`config.mk`:
```
export PLATFORM = sky130hd
export DESIGN_NAME = pll_scan_sequencer
export DESIGN_NICKNAME = d
export VERILOG_FILES = /design/src/rtl/pll_scan_pkg.sv /design/src/rtl/pll_scan_shifter.sv /design/src/rtl/pll_scan_fieldcmp.sv /design/src/rtl/pll_scan_timer.sv /design/src/rtl/pll_scan_sequencer.sv
export SDC_FILE = /design/constraint.sdc
export NUM_CORES = 1
export LEC_CHECK = 0
export ABC_CLOCK_PERIOD_IN_PS = 2480
export BUFFER_PORTS_ARGS = -buffer_cell sky130_fd_sc_hd__buf_2
export CAP_MARGIN = 20
export CORE_ASPECT_RATIO = 0.5
export CORE_MARGIN = 1.5
export CORE_UTILIZATION = 45
export DETAILED_ROUTE_END_ITERATION = 8
export SETUP_SLACK_MARGIN = 0.2
export SLEW_MARGIN = 20
export SYNTH_ARGS = -nofsm -noshare
export SYNTH_HDL_FRONTEND = slang
export SYNTH_SLANG_ARGS = --single-unit
```
`constraint.sdc`:
```
create_clock -name clk -period 2.48 [get_ports clk]
set_input_delay 0.248 -clock clk [delete_from_list [all_inputs] [get_ports clk]]
set_output_delay 0.248 -clock clk [all_outputs]
set_load 0.02 [all_outputs]
```
`src/rtl/pll_scan_pkg.sv`:
```
package pll_scan_pkg;
    typedef enum logic [2:0] {
        ST_IDLE,
        ST_LEAD,
        ST_SHIFT,
        ST_UPDATE,
        ST_WAIT_RISE,
        ST_WAIT_FALL,
        ST_PLL_RST
    } seq_state_e;
endpackage

```
`src/rtl/pll_scan_shifter.sv`:
```
module pll_scan_shifter #(
    parameter int LEN = 144
) (
    input  logic           clk,
    input  logic           rst_n,
    input  logic           load,
    input  logic [LEN-1:0] load_word,
    input  logic           shift,
    output logic           ser_out,
    output logic           last
);
    localparam int CW = $clog2(LEN);

    typedef struct packed {
        logic [LEN-1:0] sh;
        logic [CW-1:0]  cnt;
    } shf_t;

    shf_t r_q, r_d;

    always_comb begin
        r_d = r_q;
        if (load) begin
            r_d.sh  = load_word;
            r_d.cnt = '0;
        end else if (shift) begin
            r_d.sh  = {r_q.sh[LEN-2:0], 1'b0};
            r_d.cnt = r_q.cnt + 1'b1;
        end
    end

    always_ff @(posedge clk) begin
        if (!rst_n) r_q <= '0;
        else        r_q <= r_d;
    end

    assign ser_out = r_q.sh[LEN-1];
    assign last    = (r_q.cnt == CW'(LEN-1));
endmodule

```
`src/rtl/pll_scan_fieldcmp.sv`:
```
module pll_scan_fieldcmp #(
    parameter int             LEN      = 144,
    parameter logic [LEN-1:0] RST_MASK = '1
) (
    input  logic           clk,
    input  logic           rst_n,
    input  logic           capture,
    input  logic           commit,
    input  logic [LEN-1:0] word_in,
    output logic           need_rst,
    output logic           any_chg
);
    typedef struct packed {
        logic [LEN-1:0] cur;
        logic [LEN-1:0] prev;
    } cmp_t;

    cmp_t r_q, r_d;
    logic [LEN-1:0] diff;

    always_comb begin
        r_d = r_q;
        if (capture) r_d.cur  = word_in;
        if (commit)  r_d.prev = r_q.cur;
    end

    always_ff @(posedge clk) begin
        if (!rst_n) r_q <= '0;
        else        r_q <= r_d;
    end

    assign diff     = r_q.cur ^ r_q.prev;
    assign need_rst = |(diff & RST_MASK);
    assign any_chg  = |diff;
endmodule

```
`src/rtl/pll_scan_timer.sv`:
```
module pll_scan_timer #(
    parameter int LIMIT = 1024
) (
    input  logic clk,
    input  logic rst_n,
    input  logic clear,
    input  logic run,
    output logic expired
);
    localparam int W = $clog2(LIMIT + 1);

    logic [W-1:0] cnt_q, cnt_d;

    always_comb begin
        cnt_d = cnt_q;
        if (clear)                cnt_d = '0;
        else if (run && !expired) cnt_d = cnt_q + 1'b1;
    end

    always_ff @(posedge clk) begin
        if (!rst_n) cnt_q <= '0;
        else        cnt_q <= cnt_d;
    end

    assign expired = run && (cnt_q == W'(LIMIT - 1));
endmodule

```
`src/rtl/pll_scan_sequencer.sv`:
```
module pll_scan_sequencer
    import pll_scan_pkg::*;
#(
    parameter int                   CHAIN_LEN      = 144,
    parameter logic [CHAIN_LEN-1:0] RST_FIELD_MASK = {{36{1'b1}}, {(CHAIN_LEN-36){1'b0}}},
    parameter int                   TIMEOUT_CYC    = 1024,
    parameter int                   RST_CYCLES     = 4
) (
    input  logic                 clk,
    input  logic                 rst_n,
    input  logic                 start,
    input  logic [CHAIN_LEN-1:0] cfg_word,
    input  logic                 scan_done,
    output logic                 scan_en,
    output logic                 scan_dat,
    output logic                 cfg_update,
    output logic                 pll_rst,
    output logic                 busy,
    output logic                 phase_redo,
    output logic                 err
);
    localparam int RW = $clog2(RST_CYCLES + 1);

    typedef struct packed {
        seq_state_e    st;
        logic [RW-1:0] rcnt;
        logic          err;
        logic          redo;
    } ctl_t;

    ctl_t r_q, r_d;
    logic accept, commit;
    logic ser_out, last_bit;
    logic need_rst, any_chg;
    logic tmr_clear, tmr_run, tmr_exp;

    always_comb begin
        r_d    = r_q;
        accept = 1'b0;
        commit = 1'b0;
        unique case (r_q.st)
            ST_IDLE: begin
                if (start) begin
                    r_d.st   = ST_LEAD;
                    r_d.err  = 1'b0;
                    r_d.redo = 1'b0;
                    accept   = 1'b1;
                end
            end
            ST_LEAD:  r_d.st = ST_SHIFT;
            ST_SHIFT: if (last_bit) r_d.st = ST_UPDATE;
            ST_UPDATE: r_d.st = ST_WAIT_RISE;
            ST_WAIT_RISE: begin
                if (scan_done) begin
                    r_d.st = ST_WAIT_FALL;
                end else if (tmr_exp) begin
                    r_d.st  = ST_IDLE;
                    r_d.err = 1'b1;
                end
            end
            ST_WAIT_FALL: begin
                if (!scan_done) begin
                    if (need_rst) begin
                        r_d.st   = ST_PLL_RST;
                        r_d.rcnt = '0;
                    end else begin
                        r_d.st   = ST_IDLE;
                        r_d.redo = any_chg;
                        commit   = 1'b1;
                    end
                end else if (tmr_exp) begin
                    r_d.st  = ST_IDLE;
                    r_d.err = 1'b1;
                end
            end
            ST_PLL_RST: begin
                if (r_q.rcnt == RW'(RST_CYCLES - 1)) begin
                    r_d.st   = ST_IDLE;
                    r_d.redo = any_chg;
                    commit   = 1'b1;
                end else begin
                    r_d.rcnt = r_q.rcnt + 1'b1;
                end
            end
            default: r_d.st = ST_IDLE;
        endcase
    end

    always_ff @(posedge clk) begin
        if (!rst_n) r_q <= '{st: ST_IDLE, default: '0};
        else        r_q <= r_d;
    end

    assign tmr_clear = (r_q.st == ST_UPDATE) || ((r_q.st == ST_WAIT_RISE) && scan_done);
    assign tmr_run   = (r_q.st == ST_WAIT_RISE) || (r_q.st == ST_WAIT_FALL);

    pll_scan_shifter #(.LEN(CHAIN_LEN)) u_shift (
        .clk      (clk),
        .rst_n    (rst_n),
        .load     (accept),
        .load_word(cfg_word),
        .shift    (r_q.st == ST_SHIFT),
        .ser_out  (ser_out),
        .last     (last_bit)
    );

    pll_scan_fieldcmp #(.LEN(CHAIN_LEN), .RST_MASK(RST_FIELD_MASK)) u_cmp (
        .clk     (clk),
        .rst_n   (rst_n),
        .capture (accept),
        .commit  (commit),
        .word_in (cfg_word),
        .need_rst(need_rst),
        .any_chg (any_chg)
    );

    pll_scan_timer #(.LIMIT(TIMEOUT_CYC)) u_tmr (
        .clk    (clk),
        .rst_n  (rst_n),
        .clear  (tmr_clear),
        .run    (tmr_run),
        .expired(tmr_exp)
    );

    assign scan_en    = (r_q.st == ST_LEAD) || (r_q.st == ST_SHIFT);
    assign scan_dat   = ser_out & scan_en;
    assign cfg_update = (r_q.st == ST_UPDATE);
    assign pll_rst    = (r_q.st == ST_PLL_RST);
    assign busy       = (r_q.st != ST_IDLE);
    assign phase_redo = r_q.redo;
    assign err        = r_q.err;
endmodule

```
* Yosys cells after proc, flatten, opt, wreduce, memory -nomap -nowiden *
Cells that the tools add are included.

word-level totals
  bits in registers = 459
  logic and storage cells = 83
  input port bits = 148
  output and inout bits = 7

cells by class
  equal/unequal tests = 18
  add/subtract/negate cells = 3
  bitwise operators = 3
  multiplexer cells = 29
  reductions and logical operators = 21

operators with widths
  cell                                                                number
  152-bit two-way mux                                                 2
  144-bit OR reduction                                                1
  144-bit XOR                                                         1
  36-bit OR reduction                                                 1
  3-bit two-way mux                                                   10
  3-bit one-hot mux with 7 select lines                               1
  2-bit != test (second input constant)                               8
  11-bit by 1-bit adder with 11-bit output (second input constant)    1
  11-bit by 10-bit == test with 1-bit output (second input constant)  1
  1-bit two-way mux                                                   11
  3-bit by 2-bit == test with 1-bit output (second input constant)    3
  3-bit == test (second input constant)                               3
  3-bit nonzero test                                                  3
  8-bit by 1-bit adder with 8-bit output (second input constant)      1
  8-bit == test (second input constant)                               1
  4-bit AND reduction                                                 2
  1-bit one-hot mux with 3 select lines                               2
  3-bit one-hot mux with 2 select lines                               1
  5-bit AND reduction                                                 1
  2-bit nonzero test                                                  2
  2-bit OR reduction                                                  2
  3-bit by 1-bit adder with 3-bit output (second input constant)      1
  3-bit by 1-bit == test with 1-bit output (second input constant)    1
  1-bit logical AND                                                   3
  other kinds (9)                                                     11

* Depth between registers and ports, before layout *
  word-level depth = 6
  mapped depth = 10
  gate-level depth less buffers = 7

* Hierarchy *
From an unflattened synthesis, not the netlist that was laid out.

second synthesis, totals
  cell total of the unflattened synthesis = 2087
  area total of the unflattened synthesis = 20821.2 µm²

modules (own cells, without submodules)
  module              sequential area each (µm²)  times used  cells each  area each (µm²)
  pll_scan_fieldcmp   5765.5                      1           1120        12299.3
  pll_scan_shifter    3042.9                      1           822         7275.7
  pll_scan_timer      220.2                       1           77          673.1
  pll_scan_sequencer  160.2                       1           68          573.0

* Worst setup path after synthesis *
Ideal clock, no wire load.

  kind = flip-flop to flip-flop
  from = reg u_tmr.cnt_q[0]
  to = reg r_q[7] (netlist name)
  path buffers = 0
  required time = 2.342 ns
  path slack = 0.512 ns
  library setup time = 0.138 ns
  clock period less this slack = 1.968 ns
  cell stages (with the launch flop) = 8
  arrival time = 1.829 ns
  path through = dfxtp_1 ha_1 nand2_1 or2_2 or3_1 maj3_1 a21oi_1 a221oi_1

on the way
  cells in the longest elaborated chain, start to end = 5
  elaborated cells between the ends (all ways) = 6
  classes of those cells = 1 x eq/ne; 4 x mux; 1 x reduce/logical

RTL lines
  element                                       line                      text
  from (decl)                                   pll_scan_timer.sv:12      logic [W-1:0] cnt_q, cnt_d;
  from (signal assigned)                        pll_scan_timer.sv:22      else cnt_q <= cnt_d;
  11-bit by 10-bit == test with 1-bit output *  pll_scan_timer.sv:25      assign expired = run && (cnt_q == W'(LIMIT - 1));
  1-bit logical AND *                           pll_scan_timer.sv:25
  3-bit two-way mux *                           n/a
  3-bit two-way mux, on equally long branches   n/a
  3-bit one-hot mux with 7 select lines *       n/a
  to (signal assigned)                          pll_scan_sequencer.sv:91  else r_q <= r_d;
  to (decl)                                     pll_scan_sequencer.sv:31  ctl_t r_q, r_d;

Every way passes the cells marked *; elsewhere a longest branch is shown, timed or not.
A chain may end at the register's enable or synchronous reset.

* Final worst setup path *
  from = reg u_cmp.r_q[130] (netlist name)
  to = reg u_cmp.r_q[12] (netlist name)

on the way
  cells in the longest elaborated chain, start to end = 5

RTL lines
  element                                line                      text
  from (decl)                            pll_scan_fieldcmp.sv:18   cmp_t r_q, r_d;
  from (signal assigned)                 pll_scan_fieldcmp.sv:29   else r_q <= r_d;
  144-bit XOR                            pll_scan_fieldcmp.sv:32   assign diff = r_q.cur ^ r_q.prev;
  36-bit OR reduction                    pll_scan_fieldcmp.sv:33   assign need_rst = |(diff & RST_MASK);
  1-bit two-way mux                      pll_scan_sequencer.sv:63  if (need_rst) begin
  1-bit two-way mux                      pll_scan_sequencer.sv:62  if (!scan_done) begin
  1-bit one-hot mux with 2 select lines  pll_scan_sequencer.sv:41  unique case (r_q.st)

Every way passes these cells.

==> results.sh <==
export IMPL_die_width_microns=292
export IMPL_tns_ns=0
export IMPL_crit_arrival_ns=2.82
export IMPL_first_global_vias=13500
export IMPL_htree_levels=2
export IMPL_die_area_sq_um=43000
export IMPL_cts_tree="built"
export IMPL_synth_flop_cell="dfxtp_1"
export IMPL_critPathCaptureType="flop"
export IMPL_grt_pass1_wl_microns=70200
export IMPL_fmax_ghz=0.416
export IMPL_post_route_period_util_pct=97.0
export IMPL_power_mw=17.7
export IMPL_clkSinkCount=459
export IMPL_hold_class="input port to flop"
export IMPL_syn_area_sq_um=18800
export IMPL_drtIter0Drc=743
export IMPL_worstSkewPairLatency_ns=0.55
export IMPL_num_rows=52
export IMPL_syn_nets=2216
export IMPL_drt_pass1_iterations=8
export IMPL_slew_headroom_pct=50.0
export IMPL_route_final_wire_length_microns=43900
export IMPL_drc=0
export IMPL_finClkSkew_ns=0.0247
export IMPL_synthArstFlopShare_pct=0
export IMPL_powerDensity_nw_per_um2=772
export IMPL_ir_worst_vdd_v=0.000553
export IMPL_synth_commonest_cells="459 x dfxtp_1, 443 x nand2_1, 294 x a21oi_1"
export IMPL_grt_usage_pct=19.9
export IMPL_yosysSeqAreaShare_pct=48.9
export IMPL_gp_congestion=0.794
export IMPL_wl_per_cell_microns=15.4
export IMPL_synth_area_leaders="dfxtp_1 49%, nand2_1 8.9%, mux2_2 8.6%"
export IMPL_vias_per_cell=5.05
export IMPL_place_ws_ns=0.00254
export IMPL_timing_final_hold_violations=0
export IMPL_port_buffers=154
export IMPL_synth_edf_count=0
export IMPL_grt_max_degree=131
export IMPL_cts_root_buf="clkbuf_16"
export IMPL_start_util_pct=46.0
export IMPL_syn_to_final_growth_pct=21.8
export IMPL_maxCapViolCount=0
export IMPL_cp_data_required_time_ns=2.89
export IMPL_status="completed"
export IMPL_worstSetupStartpointType="flop"
export IMPL_insertedDiodeCount=0
export IMPL_synth_distinct_cells=43
export IMPL_antenna_found_initial=0
export IMPL_place_area_sq_um=20200
export IMPL_yosysMostFrequentCell="dfxtp_1"
export IMPL_yosysTopAreaCellShare_pct=48.9
export IMPL_rsz0062_at_grt="yes"
export IMPL_numCtsBuffers=41
export IMPL_vias=14400
export IMPL_ant_nets=0
export IMPL_path_clk_slew_ns=0.07
export IMPL_drive_gt1_share_pct=19.1
export IMPL_fp_dieH_microns=147
export IMPL_clock_path_buffers=3
export IMPL_ios=155
export IMPL_post_route_min_period_ns=2.40
export IMPL_holdWs_ns=0.00358
export IMPL_synth_cells=2064
export IMPL_synth_area_per_cell_sq_um=9.10
export IMPL_setup_violations=0
export IMPL_critPathMaxFanout=9
export IMPL_criticalPathCategory="flop to flop"
export IMPL_yosys_warnings=0
export IMPL_drv_slew=0
export IMPL_final_cell_area_sq_um=22900
export IMPL_overflow=0
export IMPL_synth_largest_area_cell="dfxtp_1"
export IMPL_power_leakage_nw=8.62
export IMPL_tightestPinTransition_ns=0.750
export IMPL_hpwlAfterDp_microns=28700
export IMPL_ys_ff_latch=459
export IMPL_core_sq_um=40800
export IMPL_layout_nets=2428
export IMPL_worst_slack_ns=0.0753
cells by family (layout without fill, tap and decap cells):
logic type / Yosys count / after routing / share of synthesized area, %
XOR/XNOR: 160 / 160 / 7.46
AO/OA/AOI/OAI: 311 / 311 / 8.49
adder cells (fa/ha/maj): 5 / 5 / 0.320
buffers and inverters: 139 / 381 / 3.36
multiplexers: 288 / 288 / 16.3
flip-flops: 459 / 459 / 48.9
AND/OR/NAND/NOR: 702 / 702 / 15.1
timing repair:
action	4_1_cts	5_1_grt
gates resized for setup	22	7
hold buffers	91	0
cloned	3	4
setup buffers	3	2
hold endpoints to repair	171	0
endpoints found under the setup margin	147	149
pin swaps	1	4
layer usage:
metal / GRT usage (%) / up-vias / share of wire, %
li1: - / 7347 / -
met1: 27.4 / 6805 / 49
met3: 2.89 / 49 / 2.9
met5: 0 / - / 0
met4: 3.72 / 0 / 1.2
met2: 33.6 / 180 / 47
per-stage QoR:
stage               std cells  utilization, %
global route             2846            56.1
global placement         2670            49.5
CTS                      2840            55.7
finish                   2846            56.1
detailed placement       2670            49.5
floorplan                2064               -
power breakdown:
group / total, mW / internal (mW) / switching (mW)
Sequential: 8.29 / 7.90 / 0.385
Clock: 6.58 / 3.74 / 2.84
Combinational: 2.79 / 1.23 / 1.56
Total: 17.7 / 12.9 / 4.78
worst max-delay path: stages (launching register included):
cell,delay [ns]
dfxtp_2,0.32
xor2_1,0.16
nor4_2,0.37
buf_4,0.17
nand4_1,0.15
o31ai_4,0.27
buf_12,0.16
buf_16,0.18
buf_12,0.13
buf_8,0.10
mux2i_1,0.19
nor2_1,0.06
cells in the final DEF (no fill, tap or decap), types with 3 or more instances in the layout:
master         count
clkbuf_1           5
dfxtp_1          455
dlygate4sd3_1     91
dfxtp_2            4
inv_1              6
buf_2            154
buf_6              3
xor2_1            46
nor4_1            13
buf_12            19
nor3_1            11
nor4_2             4
a21oi_1          293
buf_4             20
mux2i_1          143
nor2_1           169
buf_16             5
or3_1              3
clkbuf_8          12
buf_8              5
ha_1               4
o21ai_0            5
mux2_2           143
clkbuf_16         47
nand3_1            9
nand2_1          442
xnor2_1          114
clkinvlp_4         3
clkinv_2           7
nand4_1           35
sequential cells by signal, indices dropped and copies added (netlist names):
name / flops
u_shift.ser_out: 1
u_tmr.cnt_q: 11
phase_redo: 1
err: 1
u_shift.r_q: 151
r_q: 6
u_cmp.r_q: 288
final cells by class:
class	count	area [sq um]
fill	3718	17900
timing repair buffer	301	2560
inverter	7	33.8
clock buffer	60	1260
multi-input combinational	1466	9030
clock inverter	13	126
sequential	459	9190
tap	540	676
path summary, 6_finish.rpt:
check,end,startpoint,cells past startpoint,slack [ns]
max reg2reg,u_cmp.r_q[12],u_cmp.r_q[130],11,0.08
min reg2reg,u_cmp.r_q[274],u_cmp.r_q[274],2,0.48
max,u_cmp.r_q[12],u_cmp.r_q[130],11,0.08
min,u_shift.r_q[52],cfg_word[44],3,0.004
Power figures use the tool's default switching activity.
